[src/rtl/cache_repl_pkg.sv]
// Package: geometry defaults shared by the replacement selector.
// Assumes a power-of-two line size and way count.
package cache_repl_pkg;
    localparam int CACHE_BYTES = 16384;
    localparam int LINE_BYTES  = 32;
    localparam int NUM_WAYS    = 4;
    localparam int NUM_SETS    = CACHE_BYTES / (LINE_BYTES * NUM_WAYS);
    localparam int SET_BITS    = $clog2(NUM_SETS);
    localparam int WAY_BITS    = $clog2(NUM_WAYS);
endpackage

[src/rtl/repl_lock_mask.sv]
// Turns the lock count and the whole-cache lock bit into a per-way lock mask.
// Assumes the count locks ways from way 0 upward.
module repl_lock_mask #(
    parameter int WAYS  = 4,
    parameter int WAY_W = 2
) (
    input  logic [WAY_W-1:0] lock_cnt,
    input  logic             lock_all,
    output logic [WAYS-1:0]  locked
);
    genvar w;
    generate
        for (w = 0; w < WAYS; w++) begin : g_way
            // Way w is locked when it lies below the count or the whole cache is locked.
            assign locked[w] = lock_all || (w < int'(lock_cnt));
        end
    endgenerate
endmodule

[src/rtl/repl_victim_pick.sv]
// Picks the oldest unlocked way from a set of per-way ages (larger = older).
// Assumes the ages form a permutation, so at most one way can win.
module repl_victim_pick #(
    parameter int WAYS  = 4,
    parameter int WAY_W = 2
) (
    input  logic [WAYS-1:0][WAY_W-1:0] ages,
    input  logic [WAYS-1:0]            locked,
    output logic [WAY_W-1:0]           victim,
    output logic                       none_free
);
    logic [WAYS-1:0] wins;

    // A way wins when it is unlocked and older than every other unlocked way.
    always_comb begin
        for (int i = 0; i < WAYS; i++) begin
            wins[i] = !locked[i];
            for (int j = 0; j < WAYS; j++) begin
                if (j != i && !locked[j] && !(ages[j] < ages[i])) begin
                    wins[i] = 1'b0;
                end
            end
        end
    end

    // Encode the winning way and flag the case where every way is locked.
    always_comb begin
        victim = '0;
        for (int i = 0; i < WAYS; i++) begin
            if (wins[i]) victim = WAY_W'(i);
        end
        none_free = &locked;
    end
endmodule

[src/rtl/repl_age_store.sv]
// Register file holding one age vector per set; asynchronous read, one write per cycle.
// Assumes the writer always supplies a permutation of ages.
module repl_age_store #(
    parameter int WAYS  = 4,
    parameter int WAY_W = 2,
    parameter int SETS  = 128,
    parameter int SET_W = 7
) (
    input  logic                       clk,
    input  logic                       rst_n,
    input  logic [SET_W-1:0]           set_idx,
    input  logic                       wr_en,
    input  logic [WAYS-1:0][WAY_W-1:0] wr_ages,
    output logic [WAYS-1:0][WAY_W-1:0] rd_ages
);
    logic [SETS-1:0][WAYS-1:0][WAY_W-1:0] ages_q;
    logic [WAYS-1:0]                      seen;

    // Reset ranks way 0 oldest to the last way newest; otherwise write the addressed set.
    always_ff @(posedge clk) begin
        if (!rst_n) begin
            for (int s = 0; s < SETS; s++) begin
                for (int w = 0; w < WAYS; w++) begin
                    ages_q[s][w] <= WAY_W'(WAYS - 1 - w);
                end
            end
        end else if (wr_en) begin
            ages_q[set_idx] <= wr_ages;
        end
    end

    // Read port for the addressed set.
    assign rd_ages = ages_q[set_idx];

    // Collect which age values are present in the addressed set.
    always_comb begin
        seen = '0;
        for (int w = 0; w < WAYS; w++) begin
            seen[int'(rd_ages[w])] = 1'b1;
        end
    end

    // a full LRU ranking needs each age exactly once in every set.
    p_age_permutation_r2: assert property (@(posedge clk) disable iff (!rst_n)
        seen == {WAYS{1'b1}});
endmodule

[src/rtl/way_lock_repl.sv]
// Victim selector for a set-associative cache with a true-LRU ranking per set and way locking.
// Assumes at most one hit and one fill per cycle, both on set_idx; the hit is applied first.
module way_lock_repl
    import cache_repl_pkg::*;
#(
    parameter int WAYS  = NUM_WAYS,
    parameter int SETS  = NUM_SETS,
    localparam int WAY_W = $clog2(WAYS),
    localparam int SET_W = $clog2(SETS)
) (
    input  logic             clk,
    input  logic             rst_n,
    input  logic [SET_W-1:0] set_idx,
    input  logic             hit,
    input  logic [WAY_W-1:0] hit_way,
    input  logic             fill_req,
    input  logic [WAY_W-1:0] lock_cnt,
    input  logic             lock_all,
    output logic [WAY_W-1:0] victim_way,
    output logic             no_alloc
);
    typedef logic [WAYS-1:0][WAY_W-1:0] ages_t;

    ages_t           rd_ages;
    ages_t           after_hit;
    ages_t           after_fill;
    logic [WAYS-1:0] locked;
    logic [WAY_W-1:0] pick;
    logic            none_free;
    logic            alloc;
    logic            wr_en;

    // Makes way w the newest; ways that were newer than w each age by one step.
    function automatic ages_t touch(ages_t a, logic [WAY_W-1:0] w);
        ages_t r;
        for (int i = 0; i < WAYS; i++) begin
            r[i] = (a[i] < a[w]) ? a[i] + WAY_W'(1) : a[i];
        end
        r[w] = '0;
        return r;
    endfunction

    repl_age_store #(.WAYS(WAYS), .WAY_W(WAY_W), .SETS(SETS), .SET_W(SET_W)) u_store (
        .clk     (clk),
        .rst_n   (rst_n),
        .set_idx (set_idx),
        .wr_en   (wr_en),
        .wr_ages (after_fill),
        .rd_ages (rd_ages)
    );

    repl_lock_mask #(.WAYS(WAYS), .WAY_W(WAY_W)) u_mask (
        .lock_cnt (lock_cnt),
        .lock_all (lock_all),
        .locked   (locked)
    );

    repl_victim_pick #(.WAYS(WAYS), .WAY_W(WAY_W)) u_pick (
        .ages      (after_hit),
        .locked    (locked),
        .victim    (pick),
        .none_free (none_free)
    );

    // Apply the hit first, then promote the chosen victim when the fill allocates.
    always_comb begin
        after_hit  = hit ? touch(rd_ages, hit_way) : rd_ages;
        alloc      = fill_req && !none_free;
        after_fill = alloc ? touch(after_hit, pick) : after_hit;
        wr_en      = hit || alloc;
    end

    // Register the fill result; the victim holds when the fill cannot allocate.
    always_ff @(posedge clk) begin
        if (!rst_n) begin
            victim_way <= '0;
            no_alloc   <= 1'b0;
        end else if (fill_req) begin
            no_alloc <= none_free;
            if (!none_free) victim_way <= pick;
        end
    end

    // an allocating fill never returns a way below the lock count.
    p_locked_skipped_r4: assert property (@(posedge clk) disable iff (!rst_n)
        fill_req && !lock_all |=> !no_alloc && (victim_way >= $past(lock_cnt)));

    // whole-cache lock refuses allocation and keeps the old victim.
    p_all_locked_r5: assert property (@(posedge clk) disable iff (!rst_n)
        fill_req && lock_all |=> no_alloc && $stable(victim_way));

    // outputs move only after a fill request.
    p_hold_no_fill_r7: assert property (@(posedge clk) disable iff (!rst_n)
        !fill_req |=> $stable(victim_way) && $stable(no_alloc));

    // a hit without a fill leaves the hit way newest, locked or not.
    p_hit_newest_r6: assert property (@(posedge clk) disable iff (!rst_n)
        hit && !fill_req |=> (set_idx != $past(set_idx)) || (rd_ages[$past(hit_way)] == '0));

    // the allocated way is newest in its set afterwards.
    p_fill_newest_r3: assert property (@(posedge clk) disable iff (!rst_n)
        fill_req && !lock_all |=> (set_idx != $past(set_idx)) || (rd_ages[victim_way] == '0));
endmodule

[config.mk]
export PLATFORM = sky130hd
export DESIGN_NAME = way_lock_repl
export DESIGN_NICKNAME = d
export VERILOG_FILES = /design/src/rtl/cache_repl_pkg.sv /design/src/rtl/repl_lock_mask.sv /design/src/rtl/repl_victim_pick.sv /design/src/rtl/repl_age_store.sv /design/src/rtl/way_lock_repl.sv
export SDC_FILE = /design/constraint.sdc
export NUM_CORES = 2
export LEC_CHECK = 0
export BUFFER_PORTS_ARGS = -buffer_cell sky130_fd_sc_hd__buf_2
export CORE_UTILIZATION = 60
export DETAILED_ROUTE_END_ITERATION = 8
export PLACE_DENSITY = 0.78
export SLEW_MARGIN = 25
export SYNTH_ARGS = -nofsm -noshare
export SYNTH_HDL_FRONTEND = slang
export SYNTH_SLANG_ARGS = --single-unit
export TNS_END_PERCENT = 10
[constraint.sdc]
create_clock -name clk -period 7.56 [get_ports clk]
set_input_delay 0.378 -clock clk [delete_from_list [all_inputs] [get_ports clk]]
set_output_delay 0.378 -clock clk [all_outputs]
set_load 0.02 [all_outputs]
======== Yosys cells after proc, flatten, opt, wreduce, memory -nomap -nowiden ========
Index checks and enable logic that the tools add are counted.
word-level totals
  output and inout bits ................... 3
  bits of input ports ..................... 16
  register bits after elaboration ......... 1,027
  logic and storage cells ................. 621
cells by class
  bitwise operators ....................... 5
  reduce and logical (&&, ||, !) cells .... 33
  add/sub/neg operators ................... 8
  mux-type cells .......................... 35
  $lt $le $gt $ge ......................... 26
operators by type and width
  cell                                                         number
  bitwise mux 1024 bit                                         1
  binary-select mux 8 bit (select 7 bit)                       1
  demux 8 bit (select 7 bit)                                   1
  less-than comparator 2 bit                                   17
  two-way mux 8 bit                                            4
  two-way mux 2 bit                                            14
  adder 2 x 1 -> 2 bit (second input constant)                 8
  bitwise AND 8 bit                                            2
  inverter 8 bit                                               2
  logical NOT 1 bit                                            14
  logical AND 1 bit                                            13
  two-way mux 1 bit                                            10
  binary-select mux 2 bit (select 2 bit)                       2
  demux 2 bit (select 2 bit)                                   2
  less-than comparator 7 x 8 -> 1 bit (second input constant)  1
  >= comparator 7 x 1 -> 1 bit (second input constant)         1
  less-than comparator 2 x 3 -> 1 bit (second input constant)  2
  >= comparator 2 x 1 -> 1 bit (second input constant)         2
  logical OR 1 bit                                             4
  less-than comparator 1 x 2 -> 1 bit (first input constant)   2
  AND reduction 4 bit                                          1
  less-than comparator 2 bit (first input constant)            1
  AND reduction 2 bit                                          1
  inverter 1 bit                                               1

======== Depth between registers and ports, before layout ========
  depth after elaboration ................. 25
  mapped depth ............................ 32
  depth with buffers taken out ............ 24

======== Modules after synthesis ========
Synthesis repeated with hierarchy kept, for this count alone.
second synthesis, totals
  cell total of the unflattened synthesis .. 5,926
  area, all modules ....................... 46,538.4 um^2
modules (own cells, without submodules)
  module            cells each  area an instance (um^2)  times used  sequential area each (um^2)
  repl_age_store    5,763       45,369.8                 1           20,499.7
  way_lock_repl     116         833.3                    1           60.1
  repl_victim_pick  43          306.5                    1           0.0
  repl_lock_mask    4           28.8                     1           0.0

======== Worst setup path before layout ========
Ideal clock, no wire load.
  kind .................................... input to register
  start point ............................. in set_idx[1]
  end point ............................... reg u_store.ages_q[428] in the netlist's numbering
  setup time .............................. 0.147 ns
  path buffers ............................ 8
  stages on the path ...................... 30
  path slack .............................. 1.044 ns
  arrival time ............................ 6.369 ns
  cells stage by stage .................... buf_4 -> buf_4 -> buf_6 -> buf_6 -> buf_2 -> mux2_2 -> a221o_1 -> a22oi_1 -> o22ai_1 -> nor4_2 -> nand3_1 -> mux4_2 -> inv_1 -> ha_1 -> o21ai_0 -> nand2_1 -> mux2_2 -> o21a_1 -> clkbuf_1 -> ha_1 -> or2_2 -> o41ai_1 -> nand3_1 -> o21ai_0 -> o211ai_1 -> o31a_1 -> o221ai_2 -> buf_4 -> buf_6 -> o211ai_1
on the way
  word-level cells in the longest chain between the ends .. 25
  elaborated cells between the ends (all ways) .. 76
  classes of those cells .................. add/sub: 5; order compare: 18; mux: 30; bitwise: 3; reduce/logical: 20
RTL lines
  element                                                                                                           line                  source
  from (decl)                                                                                                       way_lock_repl.sv:13   input logic [SET_W-1:0] set_idx,
  binary-select mux 8 bit (select 7 bit)                                                                            repl_age_store.sv:33  assign rd_ages = ages_q[set_idx];
  two-way mux 8 bit (not written as such)                                                                           repl_age_store.sv:33
  binary-select mux 2 bit (select 2 bit)                                                                            way_lock_repl.sv:37   r[i] = (a[i] < a[w]) ? a[i] + WAY_W'(1) : a[i];
  two-way mux 2 bit (not written as such)                                                                           way_lock_repl.sv:37
  less-than comparator 2 bit                                                                                        way_lock_repl.sv:37
  two-way mux 2 bit                                                                                                 way_lock_repl.sv:37
  bitwise AND 8 bit (no line)                                                                                       n/a
  two-way mux 8 bit                                                                                                 way_lock_repl.sv:67   after_hit = hit ? touch(rd_ages, hit_way) : rd_ages;
  (+9 left out)                                                                                                     n/a
  less-than comparator 2 x 3 -> 1 bit (not written as such) / >= comparator 2 x 1 -> 1 bit (equally long branches)  way_lock_repl.sv:39   r[w] = '0;
  logical AND 1 bit (not written as such)                                                                           way_lock_repl.sv:39
  two-way mux 2 bit (not written as such)                                                                           way_lock_repl.sv:39
  demux 2 bit (select 2 bit)                                                                                        way_lock_repl.sv:39
  inverter 8 bit (no line)                                                                                          n/a
  bitwise AND 8 bit (no line)                                                                                       n/a
  two-way mux 8 bit                                                                                                 way_lock_repl.sv:69   after_fill = alloc ? touch(after_hit, pick) : after_hit;
  bitwise mux 1024 bit *                                                                                            repl_age_store.sv:28  ages_q[set_idx] <= wr_ages;
  to (signal, indexed assignment)                                                                                   repl_age_store.sv:24  ages_q[s][w] <= WAY_W'(WAYS - 1 - w);
  to (signal, indexed assignment)                                                                                   repl_age_store.sv:28
  to (decl)                                                                                                         repl_age_store.sv:16  logic [SETS-1:0][WAYS-1:0][WAY_W-1:0] ages_q;
Mark *: on every way between the ends. The rest lies on a longest branch, timed or not. The select of a mux whose other input is x is not followed.
A chain may end at the register's enable or synchronous reset.

======== Final worst setup path ========
  start point ............................. in set_idx[2]
  end point ............................... reg u_store.ages_q[876] in the netlist's numbering
The elaborated chain is that of the path after synthesis.

==> impl_metrics.toml <==
[route]
routed_via_count = 42800
initialDrtViolationCount = 6300
detail_route.first_pass.iterations = 9
route.met3.wl_mm = 20.4
wl_met2_mm = 65.9
via_per_inst = 6.82
route.detailed.drc = 0
top_layer = "met5"
wl_met1_mm = 59.8
finalWirelength_mm = 157
wl_per_cell_um = 25.0
drt.antenna.violating_nets = 0

[die]
top_level_ports = 19
initial_util_pct = 60.5
design.core.area_mm2 = 0.0773
chipWidth_um = 281
die_height_um = 281
num_rows = 102
floorplan.die_area_mm2 = 0.0792

[synth]
yosys.cell_count.top_type = "nand2_1"
asyncSetResetFlopFracSynth_pct = 0
synth_fp_nets = 5448
number_of_enable_flip_flop_cells_after_synthesis = 0
synth_compound_gate_area_share_pct = 22.6
synth.largest_area_cell = "dfxtp_1"
synth_top_cells_by_area = "dfxtp_1, nand2_1, o211ai_1, mux2i_1, nand3_1"
yosys-mux-area-fraction_pct = 9.87
post_synth_most_frequent_cells = "nand2_1, dfxtp_1, nand3_1"
mappedNetlistArea_mm2 = 0.0468
netlist-cell-type-count = 91
yosys.area_share.simple_pct = 17.4
synth_adder_area_share_pct = 0.251
synth_seq_area_share_pct = 43.9
leading_register_cell_type_out_of_synthesis = "dfxtp_1"
synth_cells = 5425
yosys_register_bits = 1027
largest_family_of_logic_cells_by_synthesized_area = "compound AO/OA/AOI/OAI gates"
yosys_warnings = 0
syn-mean-instance-area_um2 = 8.63
post-synth-top-area-fraction_pct = 43.9
synth_xor_xnor_area_share_pct = 0

[timing]
clock-skew-final_ns = 0.0296
max-slew-margin-rel_pct = 19.5
min_period_over_period_pct = 92.7
tns_ns = 0
timing.fmax_ghz = 0.143
final-setup-viol-count = 0
post-route-min-period_ns = 7.01
whs_ns = 0.0654
max_slew.worst_pin.slew_ns = 1.21
rsz0062_at_grt = "no"
number_of_hold_slack_violations_in_the_final_timing_report = 0
slew_violations = 0

[grt]
overall_track_demand_over_capacity_in_global_routing_pct = 38.7
vias_in_the_first_global_route = 39200
grt_start_max_net_pins = 245
gr_overflow_total = 0
global_route_wire_length_before_repair_mm = 237
number_of_antenna_violations_at_the_first_check_in_global_routing = 6

[clocking]
tritoncts = "built"
cts_resized = 0
clock_tree.root_cell = "clkbuf_16"
tritoncts_num_sinks = 1027
holdBufCountCts = 0
cts.htree.levels = 3
clkTransAtPathRegs_ns = 0.06
insertion_delay_ns = 0.69
post_cts_buffers = 0
clk_path_buf_depth = 3
cts-buffers-inserted = 103

[final_layout]
final_net_count = 5182
syn_to_final_growth_pct = 8.59
fill_cells = 6341
seqCellArea_mm2 = 0.0206
multi_input_comb_area_mm2 = 0.0236
final_layout_size_suffix_gt1_share_pct = 10.1

[min_path]
worst_hold_path_type = "in2reg"
worst_hold_startpoint = "fill_req"

[worst_setup_path]
crit_path_capture_type = "flip-flop"
critPathMaxStageDelay_ns = 0.52
worst_setup_path_class = "in2reg"
startpoint = "set_idx[2]"
worst_r2r_startpoint = "u_store.ages_q[731]$_SDFFE_PN1P_"
crit_arrival_ns = 7.59
crit_path_slowest_cell = "or4_4"
worst-path-max-fanout = 64
critical_path_required_ns = 8.14
critPathBufInv = 6
cell_type_group_with_the_largest_total_delay_on_the_critical_path = "compound AO/OA/AOI/OAI gates"
worst_setup_path_start_kind = "primary input"

[pwr]
cell_leakage_power_uw = 0.0200
irDropWorstVdd_v = 0.000255
power.density_cell_area_mw_per_mm2 = 242

[job]
maxCapViolCount = 0

[run_status]
outcome = "finished, final reports clean"

[placement]
gpl.final_weighted_congestion = 1.01
port-buffer-count = 18
dpl.hpwl_mm = 100
## per-stage QoR
| stage | utilization, % | total power (uW) | setup slack (ns) | instance area, um2 | instances |
|---|---|---|---|---|---|
| floorplan | - | 6610 | 1.04 | 46800 | 5425 |
| global route | 65.7 | 12500 | 0.301 | 50800 | 6279 |
| global placement | 61.3 | 7080 | 0.167 | 47400 | 6094 |
| CTS | 65.7 | 12200 | 0.842 | 50800 | 6278 |
| finish | 65.7 | 12300 | 0.551 | 50800 | 6280 |
| detailed placement | 61.3 | 7080 | 0.165 | 47400 | 6094 |
## kinds of logic after synthesis
group           Yosys count
fa+ha+maj                10
buf+inv                 580
flops                  1027
mux                     400
compound gates         1511
simple gates           1897
## power breakdown
part | total [uW] | internal (uW) | switching [uW]
logic | 1590 | 402 | 1190
registers | 5440 | 5430 | 11.5
clock network | 5260 | 3000 | 2260
total | 12300 | 8830 | 3460
## cell type report
cell class	count	share of cell area [%]
multi-input combinational	3818	46.5
sequential	1027	40.4
clock buffer	146	5.86
timing repair buffer	194	3.63
tap	1040	2.56
clock inverter	38	0.908
inverter	15	0.111
antenna	2	0.00984
## registers in the layout, summed over array words and instances, names as in the netlist
register        count
no_alloc            1
u_store.ages_q   1024
victim_way          2
## final timing paths
kind / endpoint / cells after the start / slack [ns]
hold reg to reg: u_store.ages_q[338]$_SDFFE_PN0P_ / 2 / 0.46
setup reg to reg: u_store.ages_q[876]$_SDFFE_PN1P_ / 24 / 0.70
setup / recovery: u_store.ages_q[876]$_SDFFE_PN1P_ / 26 / 0.55
hold / removal: no_alloc$_SDFFE_PN0P_ / 3 / 0.07
## tightest hold or removal path: stages
cell and delay (ns):
buf_2 0.15, mux2i_1 0.09, nor2b_1 0.10
## cell usage in the layout (no fill, tap or decap), drive strengths merged, types with 5 or more instances in the layout
cell type	instances
and2	5
o21ai	342
mux4	45
clkinv	19
a21boi	256
o221ai	16
clkinvlp	7
inv	20
ha	7
mux2	43
a211oi	6
a22o	12
mux2i	312
and3	5
nand3	538
or2	9
or3b	7
dfxtp	1027
a22oi	25
a31oi	10
nor2b	18
o22ai	150
a221oi	46
a221o	9
o211ai	522
o2bb2ai	7
nor2	179
nand2	1088
nor4	7
a21oi	39
buf	194
clkbuf	146
nand3b	13
a41oi	16
nand2b	13
o22a	9
bufinv	7
## per-layer routing
metal	vias to the layer above	GRT usage, %
met5	-	0.733
met4	6	23.7
met3	610	10.1
met2	2767	56.6
met1	20400	51.1
li1	19100	-
Power figures use the tool's default switching activity.
